File: src/rtl/tdm_pkg.sv
`timescale 1ns/1ps
package tdm_pkg;
  localparam int WMAX  = 32;
  localparam int WBITS = 6;

  typedef struct packed {
    logic             launch;
    logic             slot_start;
    logic             act_next;
    logic             sample;
    logic             act_cur;
    logic             last_bit;
    logic [WBITS-1:0] width;
  } zone_evt_t;

  function automatic logic [WBITS-1:0] slot_bits(input logic [2:0] code);
    if (code == 3'd7) return WBITS'(WMAX);
    return WBITS'(8 + 4 * int'(code));
  endfunction
endpackage

File: src/rtl/tdm_zone_timer.sv
`timescale 1ns/1ps
module tdm_zone_timer #(
  parameter int DIVW  = 7,
  parameter int SLOTW = 5,
  parameter int NSLOT = 1 << SLOTW
) (
  input  logic              clk,
  input  logic              rst,
  input  logic [DIVW-1:0]   div,
  input  logic [SLOTW-1:0]  slots_m1,
  input  logic [2:0]        wcode,
  input  logic              fs_wide,
  input  logic              fs_delay,
  input  logic [NSLOT-1:0]  mask,
  output logic              bclk,
  output logic              fs,
  output tdm_pkg::zone_evt_t evt
);
  import tdm_pkg::*;

  logic [WBITS-1:0] w, bit_q, nbit;
  logic [SLOTW-1:0] last_slot, slot_q, nslot;
  logic [DIVW-1:0]  hc_q;
  logic phase_q, run_q, wrap, launch, bit_end, fs_nx, fs_pre;

  function automatic logic fs_at(input logic [SLOTW-1:0] s, lst,
                                 input logic [WBITS-1:0] b, wd,
                                 input logic wide, dly);
    logic lead;
    lead = (s == lst) && (b == wd - 1'b1);
    if (!wide) return dly ? lead : (s == '0 && b == '0);
    return dly ? (lead || (s == '0 && b != wd - 1'b1)) : (s == '0);
  endfunction

  assign w         = slot_bits(wcode);
  assign last_slot = (slots_m1 == '0) ? SLOTW'(1) : slots_m1;
  assign wrap      = (hc_q == div);
  assign launch    = wrap & phase_q;
  assign bit_end   = (bit_q == w - 1'b1);

  always_comb begin
    nbit  = bit_end ? '0 : bit_q + 1'b1;
    nslot = slot_q;
    if (bit_end) nslot = (slot_q == last_slot) ? '0 : slot_q + 1'b1;
  end

  assign fs_nx  = fs_at(nslot, last_slot, nbit, w, fs_wide, fs_delay);
  assign fs_pre = fs_at(last_slot, last_slot, w - 1'b1, w, fs_wide, fs_delay);

  always_ff @(posedge clk) begin
    if (rst) begin
      hc_q    <= '0;
      phase_q <= 1'b0;
      run_q   <= 1'b0;
      bit_q   <= w - 1'b1;
      slot_q  <= last_slot;
      fs      <= fs_pre;
    end else begin
      hc_q <= wrap ? '0 : hc_q + 1'b1;
      if (wrap) phase_q <= ~phase_q;
      if (launch) begin
        bit_q  <= nbit;
        slot_q <= nslot;
        fs     <= fs_nx;
        run_q  <= 1'b1;
      end
    end
  end

  assign bclk           = phase_q;
  assign evt.launch     = launch;
  assign evt.slot_start = (nbit == '0);
  assign evt.act_next   = mask[nslot];
  assign evt.sample     = wrap & ~phase_q & run_q;
  assign evt.act_cur    = mask[slot_q];
  assign evt.last_bit   = bit_end;
  assign evt.width      = w;
endmodule

File: src/rtl/tdm_pin_lane.sv
`timescale 1ns/1ps
module tdm_pin_lane (
  input  logic                        clk,
  input  logic                        rst,
  input  logic                        is_tx,
  input  tdm_pkg::zone_evt_t          tx_ev,
  input  tdm_pkg::zone_evt_t          rx_ev,
  input  logic                        sd_in,
  output logic                        sd_out,
  output logic                        sd_oe,
  input  logic [tdm_pkg::WMAX-1:0]    tx_data,
  input  logic                        tx_valid,
  output logic                        tx_ready,
  output logic [tdm_pkg::WMAX-1:0]    rx_data,
  output logic                        rx_valid,
  input  logic                        rx_ready,
  output logic                        underrun,
  output logic                        overrun
);
  import tdm_pkg::*;

  zone_evt_t        ev;
  logic [WMAX-1:0]  hold_q, tsh_q, rnext;
  logic [WMAX-2:0]  rsh_q;
  logic             full_q;

  assign ev       = is_tx ? tx_ev : rx_ev;
  assign tx_ready = is_tx & ~full_q;
  assign rnext    = {rsh_q, sd_in};

  always_ff @(posedge clk) begin
    if (rst) begin
      hold_q   <= '0;
      full_q   <= 1'b0;
      tsh_q    <= '0;
      sd_out   <= 1'b0;
      sd_oe    <= 1'b0;
      underrun <= 1'b0;
    end else if (is_tx) begin
      if (tx_valid && !full_q) begin
        hold_q <= tx_data;
        full_q <= 1'b1;
      end
      if (ev.launch) begin
        if (!ev.act_next) begin
          tsh_q  <= tsh_q << 1;
          sd_out <= 1'b0;
          sd_oe  <= 1'b0;
        end else if (ev.slot_start) begin
          sd_oe <= 1'b1;
          if (full_q) begin
            tsh_q  <= hold_q;
            sd_out <= hold_q[WMAX-1];
            full_q <= 1'b0;
          end else begin
            tsh_q    <= '0;
            sd_out   <= 1'b0;
            underrun <= 1'b1;
          end
        end else begin
          tsh_q  <= tsh_q << 1;
          sd_out <= tsh_q[WMAX-2];
          sd_oe  <= 1'b1;
        end
      end
    end
  end

  always_ff @(posedge clk) begin
    if (rst) begin
      rsh_q    <= '0;
      rx_data  <= '0;
      rx_valid <= 1'b0;
      overrun  <= 1'b0;
    end else begin
      if (rx_valid && rx_ready) rx_valid <= 1'b0;
      if (!is_tx && ev.sample && ev.act_cur) begin
        rsh_q <= rnext[WMAX-2:0];
        if (ev.last_bit) begin
          rx_data  <= rnext << (WBITS'(WMAX) - ev.width);
          rx_valid <= 1'b1;
          if (rx_valid && !rx_ready) overrun <= 1'b1;
        end
      end
    end
  end
endmodule

File: src/rtl/tdm_serial_port.sv
`timescale 1ns/1ps
module tdm_serial_port #(
  parameter int NPINS = 8,
  parameter int DIVW  = 7,
  parameter int SLOTW = 5,
  parameter int NSLOT = 1 << SLOTW,
  parameter int WMAX  = tdm_pkg::WMAX
) (
  input  logic                  clk,
  input  logic                  rst,
  input  logic [NPINS-1:0]      pin_is_tx,
  input  logic [DIVW-1:0]       tx_div,
  input  logic [SLOTW-1:0]      tx_slots_m1,
  input  logic [2:0]            tx_wcode,
  input  logic                  tx_fs_wide,
  input  logic                  tx_fs_delay,
  input  logic [NSLOT-1:0]      tx_mask,
  input  logic [DIVW-1:0]       rx_div,
  input  logic [SLOTW-1:0]      rx_slots_m1,
  input  logic [2:0]            rx_wcode,
  input  logic                  rx_fs_wide,
  input  logic                  rx_fs_delay,
  input  logic [NSLOT-1:0]      rx_mask,
  output logic                  tx_bclk,
  output logic                  tx_fs,
  output logic                  rx_bclk,
  output logic                  rx_fs,
  input  logic [NPINS-1:0]      sd_in,
  output logic [NPINS-1:0]      sd_out,
  output logic [NPINS-1:0]      sd_oe,
  input  logic [NPINS*WMAX-1:0] tx_data,
  input  logic [NPINS-1:0]      tx_valid,
  output logic [NPINS-1:0]      tx_ready,
  output logic [NPINS*WMAX-1:0] rx_data,
  output logic [NPINS-1:0]      rx_valid,
  input  logic [NPINS-1:0]      rx_ready,
  output logic [NPINS-1:0]      underrun,
  output logic [NPINS-1:0]      overrun
);
  tdm_pkg::zone_evt_t tx_ev, rx_ev;

  tdm_zone_timer #(.DIVW(DIVW), .SLOTW(SLOTW), .NSLOT(NSLOT)) u_tx_zone (
    .clk(clk), .rst(rst), .div(tx_div), .slots_m1(tx_slots_m1),
    .wcode(tx_wcode), .fs_wide(tx_fs_wide), .fs_delay(tx_fs_delay),
    .mask(tx_mask), .bclk(tx_bclk), .fs(tx_fs), .evt(tx_ev));

  tdm_zone_timer #(.DIVW(DIVW), .SLOTW(SLOTW), .NSLOT(NSLOT)) u_rx_zone (
    .clk(clk), .rst(rst), .div(rx_div), .slots_m1(rx_slots_m1),
    .wcode(rx_wcode), .fs_wide(rx_fs_wide), .fs_delay(rx_fs_delay),
    .mask(rx_mask), .bclk(rx_bclk), .fs(rx_fs), .evt(rx_ev));

  for (genvar p = 0; p < NPINS; p++) begin : g_lane
    tdm_pin_lane u_lane (
      .clk(clk), .rst(rst), .is_tx(pin_is_tx[p]),
      .tx_ev(tx_ev), .rx_ev(rx_ev),
      .sd_in(sd_in[p]), .sd_out(sd_out[p]), .sd_oe(sd_oe[p]),
      .tx_data(tx_data[p*WMAX +: WMAX]), .tx_valid(tx_valid[p]),
      .tx_ready(tx_ready[p]),
      .rx_data(rx_data[p*WMAX +: WMAX]), .rx_valid(rx_valid[p]),
      .rx_ready(rx_ready[p]),
      .underrun(underrun[p]), .overrun(overrun[p]));
  end
endmodule

File: config.mk
export PLATFORM = sky130hd
export DESIGN_NAME = tdm_serial_port
export DESIGN_NICKNAME = d
export VERILOG_FILES = /design/src/rtl/tdm_pkg.sv /design/src/rtl/tdm_zone_timer.sv /design/src/rtl/tdm_pin_lane.sv /design/src/rtl/tdm_serial_port.sv
export SDC_FILE = /design/constraint.sdc
export NUM_CORES = 2
export LEC_CHECK = 0
export ABC_AREA = 1
export BUFFER_PORTS_ARGS = -buffer_cell sky130_fd_sc_hd__buf_2
export CAP_MARGIN = 10
export CORE_MARGIN = 2
export CORE_UTILIZATION = 60
export CTS_BUF_LIST = sky130_fd_sc_hd__clkbuf_4 sky130_fd_sc_hd__clkbuf_8
export CTS_CLUSTER_DIAMETER = 200
export DETAILED_ROUTE_END_ITERATION = 7
export PLACE_DENSITY = 0.85
export SLEW_MARGIN = 30
export SYNTH_ARGS = -nofsm -noshare
export SYNTH_HDL_FRONTEND = slang
export SYNTH_SLANG_ARGS = --single-unit
File: constraint.sdc
create_clock -name clk -period 3.3 [get_ports clk]
set_input_delay 0.165 -clock clk [delete_from_list [all_inputs] [get_ports clk]]
set_output_delay 0.165 -clock clk [all_outputs]
set_load 0.02 [all_outputs]
==> Flow_metrics.wiki, run 1 <==
{| class="wikitable"
! Metric !! Value
|-
| Outcome || stopped before the end
|-
| Last stage reached || global routing (5_1_grt)
|-
| Stop err || [ERROR GRT-0232] Routing congestion too high. Check the congestion heatmap in the GUI.
|-
| Height of the chip || 309 um
|-
| I/O Pins || 696
|-
| Effective utilization at floorplan || 0.607
|-
| Post-synthesis mux area share || 0
|-
| Total clock buffers created by CTS || 180
|-
| Simple-Gate Fraction of Synth Area || 0.297
|-
| Yosys warnings || 0
|-
| Buffers inserted during post-CTS setup optimization || 0
|-
| Max H-tree Level || 4
|-
| Nets in the synthesized netlist || 8,798
|-
| Post-synth top flop || dfxtp_1
|-
| Post-synth cell types || 51
|-
| Synthesized netlist cell count || 8,388
|-
| Buffers from clock root to sink, at most || 3
|-
| Main area contributors after synthesis || dfxtp_1 (38%), nand2_1 (15%), nand3_1 (12%), a21oi_1 (9.1%), o21ai_0 (7.1%)
|-
| Overall routing resource usage || 0.645
|-
| Number of enable flip-flop cells after synthesis || 24
|-
| Combinational family with the most area after synthesis || simple AND/OR/NAND/NOR gates
|-
| Count of input and output buffers || 695
|-
| Routability congestion estimate from global placement || 0.976
|-
| Horizontal extent of the die || 309 um
|-
| Post-synthesis share of cell area spent on full adders, half adders and majority gates || 0.00492
|-
| Sequential element share of the synthesized area || 0.397
|-
| GRT overflow || 907
|-
| Cell taking the most area after synthesis || dfxtp_1
|-
| Total standard cell area after synthesis || 55,900 um^2
|-
| Synth top area share || 0.384
|-
| Clk root buf || clkbuf_8
|-
| Fraction of registers with async set/reset || 0
|-
| Num rows || 111
|-
| Xor and xnor fraction of the mapped netlist area || 0.00783
|-
| Synth Register Bits || 1,097
|-
| Avg Cell Area, Syn || 6.67 um^2
|-
| Post-synthesis compound-gate area fraction || 0.200
|-
| Clock sink count || 1,097
|-
| Largest net degree at the start of global routing || 214
|-
| Detailed placer's ending HPWL || 128,000 um
|}
[cells in the mapped netlist (all sizes together), types with 4 or more instances]
library cell  number
nand2           2237
nand3           1302
dfxtp           1073
a21oi           1018
o21ai            831
clkbuf           487
inv              471
nor2             251
buf              245
o211ai           101
nand4             44
nor3              42
a211oi            35
a31oi             35
o2111ai           33
xor2              30
clkinv            25
edfxtp            24
ha                22
xnor2             20
o21a              16
o221ai            11
o31ai              8
nor3b              6
o311ai             5
or2                4
[metrics by stage]
step	hold slack, ns	setup WS, ns	setup TNS, ns	instance area, um^2	cells
global placement	0.434	-0.336	-55.63	61000	9933
CTS	0.0378	0.00598	0	70700	10828
floorplan	0.331	0.384	0	55900	8388
detailed placement	0.443	-0.310	-49.59	61100	9933
[routing by layer]
layer	overflow	global-route usage
met1	22	0.670
met2	545	0.828
met3	38	0.467
met4	296	0.558
met5	6	0.290
[kinds of logic after synthesis]
| family | count (synthesis) |
|---|---|
| XOR/XNOR | 50 |
| AO/OA/AOI/OAI | 2099 |
| AND/OR/NAND/NOR | 3892 |
| adder cells (fa/ha/maj) | 22 |
| buffers and inverters | 1228 |
| flip-flops | 1097 |
[what timing repair did]
| item | 4_1_cts |
|---|---|
| gates resized for setup | 2 |
| hold endpoints to repair | 397 |
| hold buffers | 573 |
| gates cloned | 0 |
| setup endpoints to repair | 70 |
==> inputs of run 2 (changes only) <==
Settings changed: CORE_UTILIZATION 60 to 40, CTS_BUF_LIST sky130_fd_sc_hd__clkbuf_4 sky130_fd_sc_hd__clkbuf_8 to unset, CTS_CLUSTER_DIAMETER 200 to unset, PLACE_DENSITY 0.85 to unset, PLACE_DENSITY_LB_ADDON set to 0.15.
==> run 2 against run 1 <==
Against the previous run:
- the flow now finishes, with violations (DRC)
- synthesized cell count unchanged
- area after synthesis unchanged
==> Flow_metrics.wiki, run 2 <==
{| class="wikitable"
! Metric !! Value
|-
| Outcome || finished, violations left
|-
| Violations in the final reports || DRC
|-
| Number of search-and-repair iterations in the first detailed-routing pass || 8
|-
| Core Box Area || 139,000 um^2
|-
| Main area contributors after synthesis || dfxtp_1 (38%), nand2_1 (15%), nand3_1 (12%), a21oi_1 (9.1%), o21ai_0 (7.1%)
|-
| Full die area || 143,000 um^2
|-
| Startpoint type of the worst setup path || flip-flop
|-
| I/O Pins || 696 (unchanged)
|-
| Post-detailed-route via-to-cell ratio || 5.36
|-
| Slowest cell on crit path || dlygate4sd3_1
|-
| Crit-path cells || ha_2, o21ai_0, a21oi_1, nand3_1, nor2_4, nand2_4, buf_4, nand2_1, o21ai_4, buf_4, buf_4, nand2_1, nand4_1, a21oi_1, nand4_1, a21oi_1, o21ai_0, dlygate4sd3_1, nand2_1
|-
| Final worst-path setup slack || 0.134 ns
|-
| Detailed router's first-iteration violation count || 5,435
|-
| Area Growth Syn to Fin || 30.4%
|-
| GRT overflow || 0
|-
| Category of the critical setup timing path || flip-flop to flip-flop
|-
| Worst slew margin relative to its limit || 0.411
|-
| Wire length of the first global-routing pass || 320,000 um
|-
| Height of the chip || 378 um (+22%)
|-
| Sequential element share of the synthesized area || 0.397 (unchanged)
|-
| Max H-tree Level || 3 (-1)
|-
| Buffers from clock root to sink, at most || 3 (unchanged)
|-
| Max incr delay on CP || 0.58 ns
|-
| Vias || 61,200
|-
| Count of input and output buffers || 695 (unchanged)
|-
| Setup WS pre-CTS || -0.326 ns (-0.0164 ns)
|-
| Largest net degree at the start of global routing || 226
|-
| Worst reg-to-reg path cell count || 19
|-
| Clock sink count || 1,097 (unchanged)
|-
| Overall routing resource usage || 0.278
|-
| Synth top area share || 0.384 (unchanged)
|-
| Number of enable flip-flop cells after synthesis || 24 (unchanged)
|-
| Clk slew on worst S/H paths || 0.06 ns
|-
| Horizontal extent of the die || 378 um (+22%)
|-
| Setup slack, reg-to-reg || 0.13 ns
|-
| CP Capture Point || u_tx_zone.fs
|-
| Effective utilization at floorplan || 0.402 (-0.206)
|-
| Worst flop-to-flop path startpoint || u_tx_zone.bit_q[1]
|-
| TritonCTS clock tree || done
|-
| Drt drc || 1
|-
| Clock network latency to the later pin of the worst-skew pair || 0.75 ns
|-
| Fraction of registers with async set/reset || 0 (unchanged)
|-
| WL per Instance || 18.5 um
|-
| Required time worst endpoint || 3.91 ns
|-
| Total clock buffers created by CTS || 120 (-33%)
|-
| Unrepaired setup endpoints after global routing || yes
|-
| Finished layout cell area || 72,900 um^2
|-
| Num rows || 137 (+23%)
|-
| Critical register-to-register path endpoint || u_tx_zone.fs
|-
| Yosys warnings || 0 (unchanged)
|-
| Type of the most critical hold path || input port to flip-flop
|-
| Upper clock frequency limit || 0.316 GHz
|-
| Number of hold-slack violations in the final timing report || 0
|-
| Detailed placer's ending HPWL || 142,000 um (+10%)
|-
| Nets in the synthesized netlist || 8,798 (unchanged)
|-
| Placed cell areas || 62,400 um^2 (+2.1%)
|-
| Least-Margin Pin Slew || 0.884 ns
|-
| Count of nets after finishing || 9,842
|-
| Period Utilization, post-route || 0.959
|-
| Ranking of synthesized cells by instance count || nand2_1 (2,211), nand3_1 (1,297), dfxtp_1 (1,073)
|-
| Minimum clock period after layout || 3.17 ns
|-
| Most common cell after layout, fill and taps aside || nand2_1
|-
| Routability congestion estimate from global placement || 0.927 (-5.1%)
|-
| Post-synth top flop || dfxtp_1
|-
| Critical path fanouts, max || 7
|-
| Total setup violations reported at the end of the flow || 0
|-
| Remaining antenna violation count || 0
|-
| Cell taking the most area after synthesis || dfxtp_1
|-
| Clock Skews || 0.0243 ns
|-
| Number of inserted filler cells in the final layout || 13,648
|-
| Total standard cell area after synthesis || 55,900 um^2 (unchanged)
|-
| Power density over the cells || 462 nW/um^2
|-
| Highest-count cells in the layout ignoring fill and taps || nand2_1 (2,196), nand3_1 (1,288), dfxtp_1 (1,073)
|-
| Launch point of the worst path || u_tx_zone.bit_q[1]
|-
| Sum of routed wire length over all layers || 212,000 um
|-
| Vias in the first global route || 56,423
|-
| Type of element capturing the critical path || flip-flop
|-
| Proportion of layout cells with a drive suffix above 1 || 0.151
|-
| Avg Cell Area, Syn || 6.67 um^2 (unchanged)
|-
| Synthesized netlist cell count || 8,388 (unchanged)
|-
| Worst IR drop on VDD || 0.000434 V
|-
| Number of antenna violations at the first check in global routing || 19
|-
| Count of maximum capacitance violations || 0
|-
| Clk root buf || clkbuf_16
|-
| Post-synth cell types || 51 (unchanged)
|-
| Synth Register Bits || 1,097 (unchanged)
|-
| Most frequent cell after synthesis || nand2_1
|-
| Final number of max-transition violations || 0
|-
| Leak pwr || 28.9 nW
|-
| Crit path DAT || 3.77 ns
|-
| Largest registers || g_lane.u_lane.hold_q: 256 flops, g_lane.u_lane.rx_data: 256 flops
|}
==> run 2: cell counts after synthesis <==
Identical to the previous run, type by type.
==> run 2: repair_timing <==
action,in CTS,in global routing
endpoints found under the setup margin,124,311
hold buffers,540,0
pin swaps,1,17
setup buffers,1,16
cloned,2,14
gates resized for setup,6,88
hold endpoints to repair,356,0
==> run 2: power by group <==
part / internal [mW] / switching [mW] / leakage, nW / total (mW)
clock network: 8.35 / 5.87 / 2.04 / 14.2
registers: 13.5 / 0.132 / 8.90 / 13.6
logic: 2.16 / 3.70 / 18.0 / 5.85
total: 24.0 / 9.70 / 28.9 / 33.7
==> run 2: final cells by class <==
cell class,instances,area [um^2],area share
clock inverters,37,507,0.00695
clock buffers,186,3640,0.0500
inverters,496,1880,0.0257
diodes,18,45.0,0.000618
flip-flops and latches,1097,22200,0.304
multi-input cells,6065,29000,0.398
repair buffers,1652,13300,0.182
well taps,1876,2350,0.0322
==> run 2: kinds of logic after synthesis <==
kind of cell	Yosys count	share of synthesized area
AO/OA/AOI/OAI	2099	0.200
XOR/XNOR	50	0.00783
adder cells (fa/ha/maj)	22	0.00492
buffers and inverters	1228	0.0925
flip-flops	1097	0.397
AND/OR/NAND/NOR	3892	0.297
==> run 2: worst max-delay path, delay by kind of cell, from the launching register on <==
family	cells	cell delay [ns]
adder cells (fa/ha/maj)	1	0.20
AO/OA/AOI/OAI	6	0.63
flip-flops	1	0.35
buffers and inverters	4	1.02
AND/OR/NAND/NOR	8	0.82
==> run 2: worst min-delay path by stage <==
stage,startpoint,end,slack [ns],cells after the start
after detailed placement,g_lane[3].u_lane.underrun,g_lane[3].u_lane.underrun,0.44,2
after CTS,rx_div[6],u_rx_zone.run_q,0.02,6
after global routing,tx_div[6],u_tx_zone.bclk,0.05,4
after global placement,g_lane[2].u_lane.underrun,g_lane[2].u_lane.underrun,0.44,2
after floorplan,tx_data[97],g_lane[3].u_lane.hold_q[1],0.33,2
final,tx_div[6],u_tx_zone.bclk,0.009,4
==> run 2: metrics by stage <==
step                      power, mW  std cells  setup TNS (ns)  utilization  hold WS [ns]
after global routing           35.0      11414           -1.36        0.524        0.0533
after CTS                      33.6      11378               0        0.518        0.0221
after detailed placement       18.9      10612          -50.43        0.448         0.440
after global placement         18.9      10612          -46.74        0.448         0.441
final                          33.7      11427               0        0.524       0.00923
after floorplan                16.9       8388               0            -         0.331
==> run 2: metal layers <==
| metal | vias up | wire length, um | global-route usage | share of wire |
|---|---|---|---|---|
| met5 | - | 54 | 0 | 0.00026 |
| met1 | 28484 | 94300 | 0.386 | 0.45 |
| li1 | 30255 | - | - | - |
| met2 | 2084 | 94400 | 0.435 | 0.45 |
| met3 | 369 | 15900 | 0.0476 | 0.075 |
| met4 | 8 | 6870 | 0.0958 | 0.032 |
(Power assumes the default switching activity.)
